===== src/rtl/codon_pkg.sv =====
package codon_pkg;

    typedef enum logic [1:0] {
        SEQ_IDLE  = 2'd0,
        SEQ_EMIT  = 2'd1,
        SEQ_FINAL = 2'd2
    } seq_state_t;

    localparam logic [4:0] AMINO_STOP = 5'd31;

    // alphabetical one-letter rank of each amino acid
    localparam logic [4:0] AA_A = 5'd0,  AA_C = 5'd1,  AA_D = 5'd2,  AA_E = 5'd3;
    localparam logic [4:0] AA_F = 5'd4,  AA_G = 5'd5,  AA_H = 5'd6,  AA_I = 5'd7;
    localparam logic [4:0] AA_K = 5'd8,  AA_L = 5'd9,  AA_M = 5'd10, AA_N = 5'd11;
    localparam logic [4:0] AA_P = 5'd12, AA_Q = 5'd13, AA_R = 5'd14, AA_S = 5'd15;
    localparam logic [4:0] AA_T = 5'd16, AA_V = 5'd17, AA_W = 5'd18, AA_Y = 5'd19;

    // messenger-form letter of one nucleotide (11 shown as uracil)
    function automatic logic [7:0] nt_letter(input logic [1:0] nt);
        unique case (nt)
            2'b00:   nt_letter = 8'h41;
            2'b01:   nt_letter = 8'h43;
            2'b10:   nt_letter = 8'h47;
            default: nt_letter = 8'h55;
        endcase
    endfunction

    // genetic code; third base pyrimidine (C/U) has bit 0 set
    function automatic logic [4:0] amino_of(input logic [5:0] b);
        logic pyr;
        pyr = b[0];
        unique case (b[5:2])
            4'b0000: amino_of = pyr ? AA_N : AA_K;                         // AA.
            4'b0001: amino_of = AA_T;                                      // AC.
            4'b0010: amino_of = pyr ? AA_S : AA_R;                         // AG.
            4'b0011: amino_of = (b[1:0] == 2'b10) ? AA_M : AA_I;           // AU.
            4'b0100: amino_of = pyr ? AA_H : AA_Q;                         // CA.
            4'b0101: amino_of = AA_P;                                      // CC.
            4'b0110: amino_of = AA_R;                                      // CG.
            4'b0111: amino_of = AA_L;                                      // CU.
            4'b1000: amino_of = pyr ? AA_D : AA_E;                         // GA.
            4'b1001: amino_of = AA_A;                                      // GC.
            4'b1010: amino_of = AA_G;                                      // GG.
            4'b1011: amino_of = AA_V;                                      // GU.
            4'b1100: amino_of = pyr ? AA_Y : AMINO_STOP;                   // UA.
            4'b1101: amino_of = AA_S;                                      // UC.
            4'b1110: amino_of = pyr ? AA_C :
                                ((b[1:0] == 2'b10) ? AA_W : AMINO_STOP);   // UG.
            default: amino_of = pyr ? AA_F : AA_L;                         // UU.
        endcase
    endfunction

endpackage


===== src/rtl/codon_key_cond.sv =====
module codon_key_cond #(
    parameter int WORD_W = 64,
    localparam int HALF  = WORD_W / 2,
    localparam int KEY_W = (HALF % 2 == 1) ? WORD_W + 2 : WORD_W
) (
    input  logic [WORD_W-1:0] word_in,
    input  logic [KEY_W-1:0]  dummy_key,
    output logic [KEY_W-1:0]  key_out
);

    logic [KEY_W-1:0] padded;

    generate
        if (HALF % 2 == 1) begin : g_odd_half
            assign padded = {word_in[WORD_W-1:HALF], 1'b0, word_in[HALF-1:0], 1'b1};
        end else begin : g_even_half
            assign padded = word_in;
        end
    endgenerate

    assign key_out = padded ^ dummy_key;

endmodule


===== src/rtl/codon_lut.sv =====
module codon_lut
    import codon_pkg::*;
(
    input  logic [5:0]  bases,
    output logic [23:0] text,
    output logic [4:0]  amino
);

    generate
        for (genvar p = 0; p < 3; p++) begin : g_letter
            assign text[8*p +: 8] = nt_letter(bases[2*p +: 2]);
        end
    endgenerate

    assign amino = amino_of(bases);

endmodule


===== src/rtl/codon_seq.sv =====
module codon_seq
    import codon_pkg::*;
#(
    parameter int WORD_W = 64,
    parameter int KEY_W  = 64,
    localparam int COD_CIPH = (WORD_W / 2 + 2) / 3,
    localparam int COD_KEY  = (KEY_W / 2 + 2) / 3,
    localparam int COD_MAX  = (COD_CIPH > COD_KEY) ? COD_CIPH : COD_KEY,
    localparam int SR_W     = COD_MAX * 6,
    localparam int CNT_W    = $clog2(COD_MAX + 1)
) (
    input  logic              clk,
    input  logic              rst_n,
    input  logic              start,
    input  logic              sel_key,
    input  logic [WORD_W-1:0] cipher_word,
    input  logic [KEY_W-1:0]  key_word,
    input  logic              ready,
    output logic              valid,
    output logic              last,
    output logic [5:0]        head
);

    localparam int SH_C = SR_W - WORD_W;
    localparam int SH_K = SR_W - KEY_W;

    seq_state_t       state_q, state_d;
    logic [SR_W-1:0]  sr_q;
    logic [CNT_W-1:0] remain_q;
    logic [CNT_W-1:0] load_cnt;
    logic [SR_W-1:0]  load_val;

    // words are MSB-aligned; zero fill below supplies the A tail padding
    assign load_cnt = sel_key ? CNT_W'(COD_KEY) : CNT_W'(COD_CIPH);
    assign load_val = sel_key ? (SR_W'(key_word) << SH_K)
                              : (SR_W'(cipher_word) << SH_C);

    // next state
    always_comb begin
        state_d = state_q;
        unique case (state_q)
            SEQ_IDLE:  if (start) state_d = (load_cnt == CNT_W'(1)) ? SEQ_FINAL : SEQ_EMIT;
            SEQ_EMIT:  if (ready) state_d = (remain_q == CNT_W'(2)) ? SEQ_FINAL : SEQ_EMIT;
            SEQ_FINAL: if (ready) state_d = SEQ_IDLE;
            default:   state_d = SEQ_IDLE;
        endcase
    end

    // state register
    always_ff @(posedge clk or negedge rst_n) begin
        if (!rst_n) state_q <= SEQ_IDLE;
        else        state_q <= state_d;
    end

    // shift register and codon counter
    always_ff @(posedge clk or negedge rst_n) begin
        if (!rst_n) begin
            sr_q     <= '0;
            remain_q <= '0;
        end else if (state_q == SEQ_IDLE) begin
            if (start) begin
                sr_q     <= load_val;
                remain_q <= load_cnt;
            end
        end else if (ready) begin
            sr_q     <= sr_q << 6;
            remain_q <= remain_q - CNT_W'(1);
        end
    end

    // outputs
    always_comb begin
        valid = 1'b0;
        last  = 1'b0;
        unique case (state_q)
            SEQ_IDLE:  ;
            SEQ_EMIT:  valid = 1'b1;
            SEQ_FINAL: begin valid = 1'b1; last = 1'b1; end
            default:   ;
        endcase
        head = sr_q[SR_W-1 -: 6];
    end

    // stalled codon is held
    assert_stall_hold_R8: assert property (@(posedge clk) disable iff (!rst_n)
        (valid && !ready) |=> (valid && $stable(head) && $stable(last)));

    // stream goes quiet after the last codon is taken
    assert_drop_after_last_R9: assert property (@(posedge clk) disable iff (!rst_n)
        (valid && ready && last) |=> !valid);

    // start while busy leaves the loaded word alone
    assert_busy_start_R10: assert property (@(posedge clk) disable iff (!rst_n)
        (state_q != SEQ_IDLE && start && !ready) |=> $stable(sr_q));

    // the final codon coincides with one remaining count
    assert_final_count_R3: assert property (@(posedge clk) disable iff (!rst_n)
        (state_q == SEQ_FINAL) |-> (remain_q == CNT_W'(1)));

endmodule


===== src/rtl/codon_stream_encoder.sv =====
module codon_stream_encoder
    import codon_pkg::*;
#(
    parameter int WORD_W = 64,
    localparam int HALF  = WORD_W / 2,
    localparam int KEY_W = (HALF % 2 == 1) ? WORD_W + 2 : WORD_W
) (
    input  logic              clk,
    input  logic              rst_n,
    input  logic              start,
    input  logic              sel_key,
    input  logic [WORD_W-1:0] word_in,
    input  logic [KEY_W-1:0]  dummy_key,
    output logic              cod_valid,
    input  logic              cod_ready,
    output logic              cod_last,
    output logic [5:0]        cod_bases,
    output logic [23:0]       cod_text,
    output logic [4:0]        cod_amino
);

    logic [KEY_W-1:0] key_word;

    codon_key_cond #(.WORD_W(WORD_W)) u_key (
        .word_in   (word_in),
        .dummy_key (dummy_key),
        .key_out   (key_word)
    );

    codon_seq #(.WORD_W(WORD_W), .KEY_W(KEY_W)) u_seq (
        .clk         (clk),
        .rst_n       (rst_n),
        .start       (start),
        .sel_key     (sel_key),
        .cipher_word (word_in),
        .key_word    (key_word),
        .ready       (cod_ready),
        .valid       (cod_valid),
        .last        (cod_last),
        .head        (cod_bases)
    );

    codon_lut u_lut (
        .bases (cod_bases),
        .text  (cod_text),
        .amino (cod_amino)
    );

    // pair 11 is labelled uracil
    assert_uracil_label_R2: assert property (@(posedge clk) disable iff (!rst_n)
        (cod_valid && cod_bases[1:0] == 2'b11) |-> (cod_text[7:0] == 8'h55));

    // stop index only for UAA, UAG, UGA
    assert_stop_index_R7: assert property (@(posedge clk) disable iff (!rst_n)
        (cod_valid && cod_amino == AMINO_STOP) |->
        (cod_bases == 6'b110000 || cod_bases == 6'b110010 || cod_bases == 6'b111000));

    // last only with valid
    assert_last_valid_R9: assert property (@(posedge clk) disable iff (!rst_n)
        cod_last |-> cod_valid);

endmodule


===== config.mk =====
export PLATFORM = sky130hd
export DESIGN_NAME = codon_stream_encoder
export DESIGN_NICKNAME = d
export VERILOG_FILES = /design/src/rtl/codon_pkg.sv /design/src/rtl/codon_key_cond.sv /design/src/rtl/codon_lut.sv /design/src/rtl/codon_seq.sv /design/src/rtl/codon_stream_encoder.sv
export SDC_FILE = /design/constraint.sdc
export NUM_CORES = 1
export LEC_CHECK = 0
export ABC_AREA = 1
export BUFFER_PORTS_ARGS = -buffer_cell sky130_fd_sc_hd__buf_2
export CORE_AREA = 2 2 83 125
export DETAILED_ROUTE_END_ITERATION = 12
export DIE_AREA = 0 0 85 127
export GPL_TIMING_DRIVEN = 0
export PLACE_DENSITY = 0.79
export SYNTH_ARGS = -nofsm -noshare
export SYNTH_HDL_FRONTEND = slang
export SYNTH_SLANG_ARGS = --single-unit

===== constraint.sdc =====
create_clock -name clk -period 1.7 [get_ports clk]
set_clock_uncertainty 0.05 [all_clocks]
set_input_delay 0 -clock clk [delete_from_list [all_inputs] [get_ports clk]]
set_output_delay 0 -clock clk [all_outputs]
set_load 0.02 [all_outputs]

==> results_dict.tcl <==
set metrics [dict create \
    status "finished with violations" \
    violations "negative setup slack" \
    min_to "u_seq.sr_q[23]" \
    io_pins 170 \
    holdPathStages 4 \
    detail-route-antenna-nets 0 \
    die_h_um 127 \
    power.leakage_nw 3.58 \
    syn2layout_area_growth_pct 47.1 \
    grt_pass1_wl_um 23700 \
    min_from "word_in[21]" \
    critical_path_arrival_ns 1.80 \
    synth_edf_count 0 \
    syn_area_um2 4750 \
    htree_levels 3 \
    initialDrtViolationCount 275 \
    stdcell_count 1050 \
    tightest_slew_ns 0.892 \
    setup_ws_ns -0.149 \
    yosysMostFrequentCell "nand2_1" \
    ff2ff_path_depth 8 \
    clock_sinks 70 \
    cp.required_ns 1.65 \
    drive_gt1_frac 0.312 \
    chipWidth_um 85 \
    synth.cells.most_frequent "nand2_1, a21oi_1, o21ai_0" \
    hold_viol 0 \
    power_frac_seq 0.241 \
    core_area_um2 9630 \
    p_clk_frac 0.146 \
    cp-start-kind "register" \
    min_period_ns 1.85 \
    ir_drop_uv 2080 \
    cp_slowest_stage_delay_ns 0.48 \
    maxCapViolations 0 \
    dpl.cell_count 966 \
    antenna_found_initial 0 \
    start_util 0.493 \
    drc 0 \
    fill_cells 798 \
    grt_max_degree 71 \
    fin_setup_tns_ns -0.594 \
    synthCells 686 \
    crit_cells 9 \
    fin_util 0.725 \
    ys_top_cells_by_area "dfrtp_1, nand2_1, a21oi_1" \
    num_vias 5318 \
    endpoint_kind "output pin" \
    fmax_mhz 541 \
    syn_avg_cell_area_um2 6.92 \
    clk_pin_slew_ns 0.05 \
    finalWeightedCongestion 0.907 \
    dp_hpwl_um 9730 \
    timing.slew.headroom 0.405 \
    r2r_end "u_seq.sr_q[50]" \
    crit_fanout 7 \
    path_cells "ha_4 > nand2_4 > nand2_4 > inv_2 > nand2_2 > nor2_4 > nand3_2 > nand2_2 > buf_6" \
    die_area_um2 10800 \
    drv_slew 0 \
    fin_crit_sh 1.09 \
    r2r-start "u_seq.state_q[0]" \
    ys_types 26 \
    power_frac_comb 0.613 \
    ys_seq_area_frac 0.369 \
    crit_type "reg -> out" \
    rsz0062_at_grt "yes" \
    total_power_mw 11.6 \
    overflow 0 \
    fin_area_um2 6990 \
    cts_buffers 9 \
    grt_usage 0.273 \
    yosysTopAreaCell "dfrtp_1" \
    insertedDiodeCount 0 \
    worst-path-buf-inv 2 \
    yosysTopAreaCellShare 0.369 \
    cts_tree "built" \
    critPathTopFamily "simple AND/OR/NAND/NOR gates" \
    grt_pass1_vias 5200 \
    dr.pass1.iters 7 \
    ys.flop_type "dfrtp_1" \
    hold_slack_ns 0.00509 \
    portBuffers 152 \
    drt-total-wl_um 14800 \
    synth_warnings 0 \
    ys_ff_latch 70 \
    pre_cts_ws_ns -0.170 \
    rows 44 \
    cp_slowest_cell "dfrtp_2" \
    clk-insertion-delay-late_ns 0.32 \
    vias_per_cell 5.06 \
    p_per_area_nw_per_um2 1660 \
    nets 1082 \
    placed_cell_area_um2 5710 \
    switching_share 0.448 \
    internal-power_mw 6.39 \
    r2r_slack_ns 0.08 \
    cts_buffer_depth 2 \
    hold_path.class "in -> reg" \
    p_switching_mw 5.18 \
    root_buffer "clkbuf_16" \
    wl_per_cell_um 14.1 \
    finalSetupViolCount 5 \
    async_reset_ff_frac 1.00 \
]
state kept, by name, indices dropped and copies added (netlist names):
name	count
u_seq.sr_q	64
u_seq.remain_q	4
u_seq.state_q	2
area by class of cell:
type	count	area, um^2	area share
sequential	70	1760	0.251
inverter	81	314	0.0450
timing repair buffer	221	1460	0.209
multi-input combinational	493	2680	0.383
tap	115	144	0.0206
buffer	55	365	0.0523
clock buffer	14	264	0.0378
clock inverter	1	5.00	0.000716
how the worst max path moves through the flow:
stage | start | endpoint | slack (ns)
final | u_seq.sr_q[65] | cod_amino[0] | -0.15
after global routing | u_seq.sr_q[62] | cod_amino[2] | -0.20
after CTS | u_seq.sr_q[63] | cod_amino[0] | -0.09
after detailed placement | u_seq.state_q[0] | u_seq.sr_q[36] | -0.17
after global placement | u_seq.state_q[0] | u_seq.sr_q[36] | -0.17
after floorplan | u_seq.state_q[0] | u_seq.sr_q[57] | 0.18
cells in the final DEF, fill, tap and decap left out, types with 2 or more instances in the layout:
cell type / count
a21oi_2: 2
nand2_2: 13
ha_1: 8
buf_4: 35
o21ai_2: 2
dfrtp_1: 67
xnor2_1: 6
inv_2: 7
inv_4: 4
a21oi_1: 116
clkbuf_4: 4
or2_2: 3
clkbuf_8: 2
xor2_1: 2
o21ai_1: 19
conb_1: 15
buf_2: 160
clkbuf_1: 5
ha_2: 2
nand4_1: 2
buf_6: 11
clkbuf_16: 9
nand2_4: 7
nand3_2: 3
nand3_1: 14
o21ai_4: 2
clkbuf_2: 8
nor2_1: 10
o21ai_0: 105
dfrtp_2: 3
ha_4: 8
nor2_2: 3
dlygate4sd3_1: 56
inv_1: 70
nor2_4: 2
nand2_1: 143
repair_timing:
| action | CTS | global route |
|---|---|---|
| hold endpoints to repair | 125 | 0 |
| setup buffers | 7 | 6 |
| endpoints found under the setup margin | 70 | 65 |
| hold buffers | 56 | 0 |
| gates resized for setup | 72 | 51 |
| cloned | 0 | 0 |
| pin swaps | 16 | 17 |
worst register-to-register path, cell delays in order, from the launching register on:
cell      delay [ns]
dfrtp_1         0.40
inv_2           0.09
ha_4            0.19
inv_4           0.07
clkbuf_2        0.21
a21oi_1         0.19
o21ai_0         0.14
nand2_1         0.08
o21ai_0         0.07
kinds of logic (layout without fill, tap and decap cells):
family | Yosys count | after routing | share of synthesized area
and+or+nand+nor | 203 | 203 | 0.169
xor gates and xnor gates | 8 | 8 | 0.0148
AOI/OAI and AO/OA | 249 | 249 | 0.265
buffers and inverters | 136 | 372 | 0.133
DFF | 70 | 70 | 0.369
other | 2 | 15 | 0.00158
adders and majority gates | 18 | 18 | 0.0474
power groups by stage:
stage	registers (mW)	logic, mW	clock network (mW)
floorplan	2.70	4.08	0
global placement	2.75	5.49	0
detailed placement	2.79	5.56	0
CTS	2.80	6.50	1.72
global route	2.86	7.86	1.80
finish	2.79	7.08	1.69
routing by layer:
metal	track usage	part of all wire	vias up	wire, um
met1	0.308	0.40	2411	5860
met3	0.0336	0.036	37	534
met5	0	0	-	0
met2	0.504	0.53	169	7880
li1	-	-	2701	-
met4	0.124	0.036	0	533
Power figures use the tool's default switching activity.
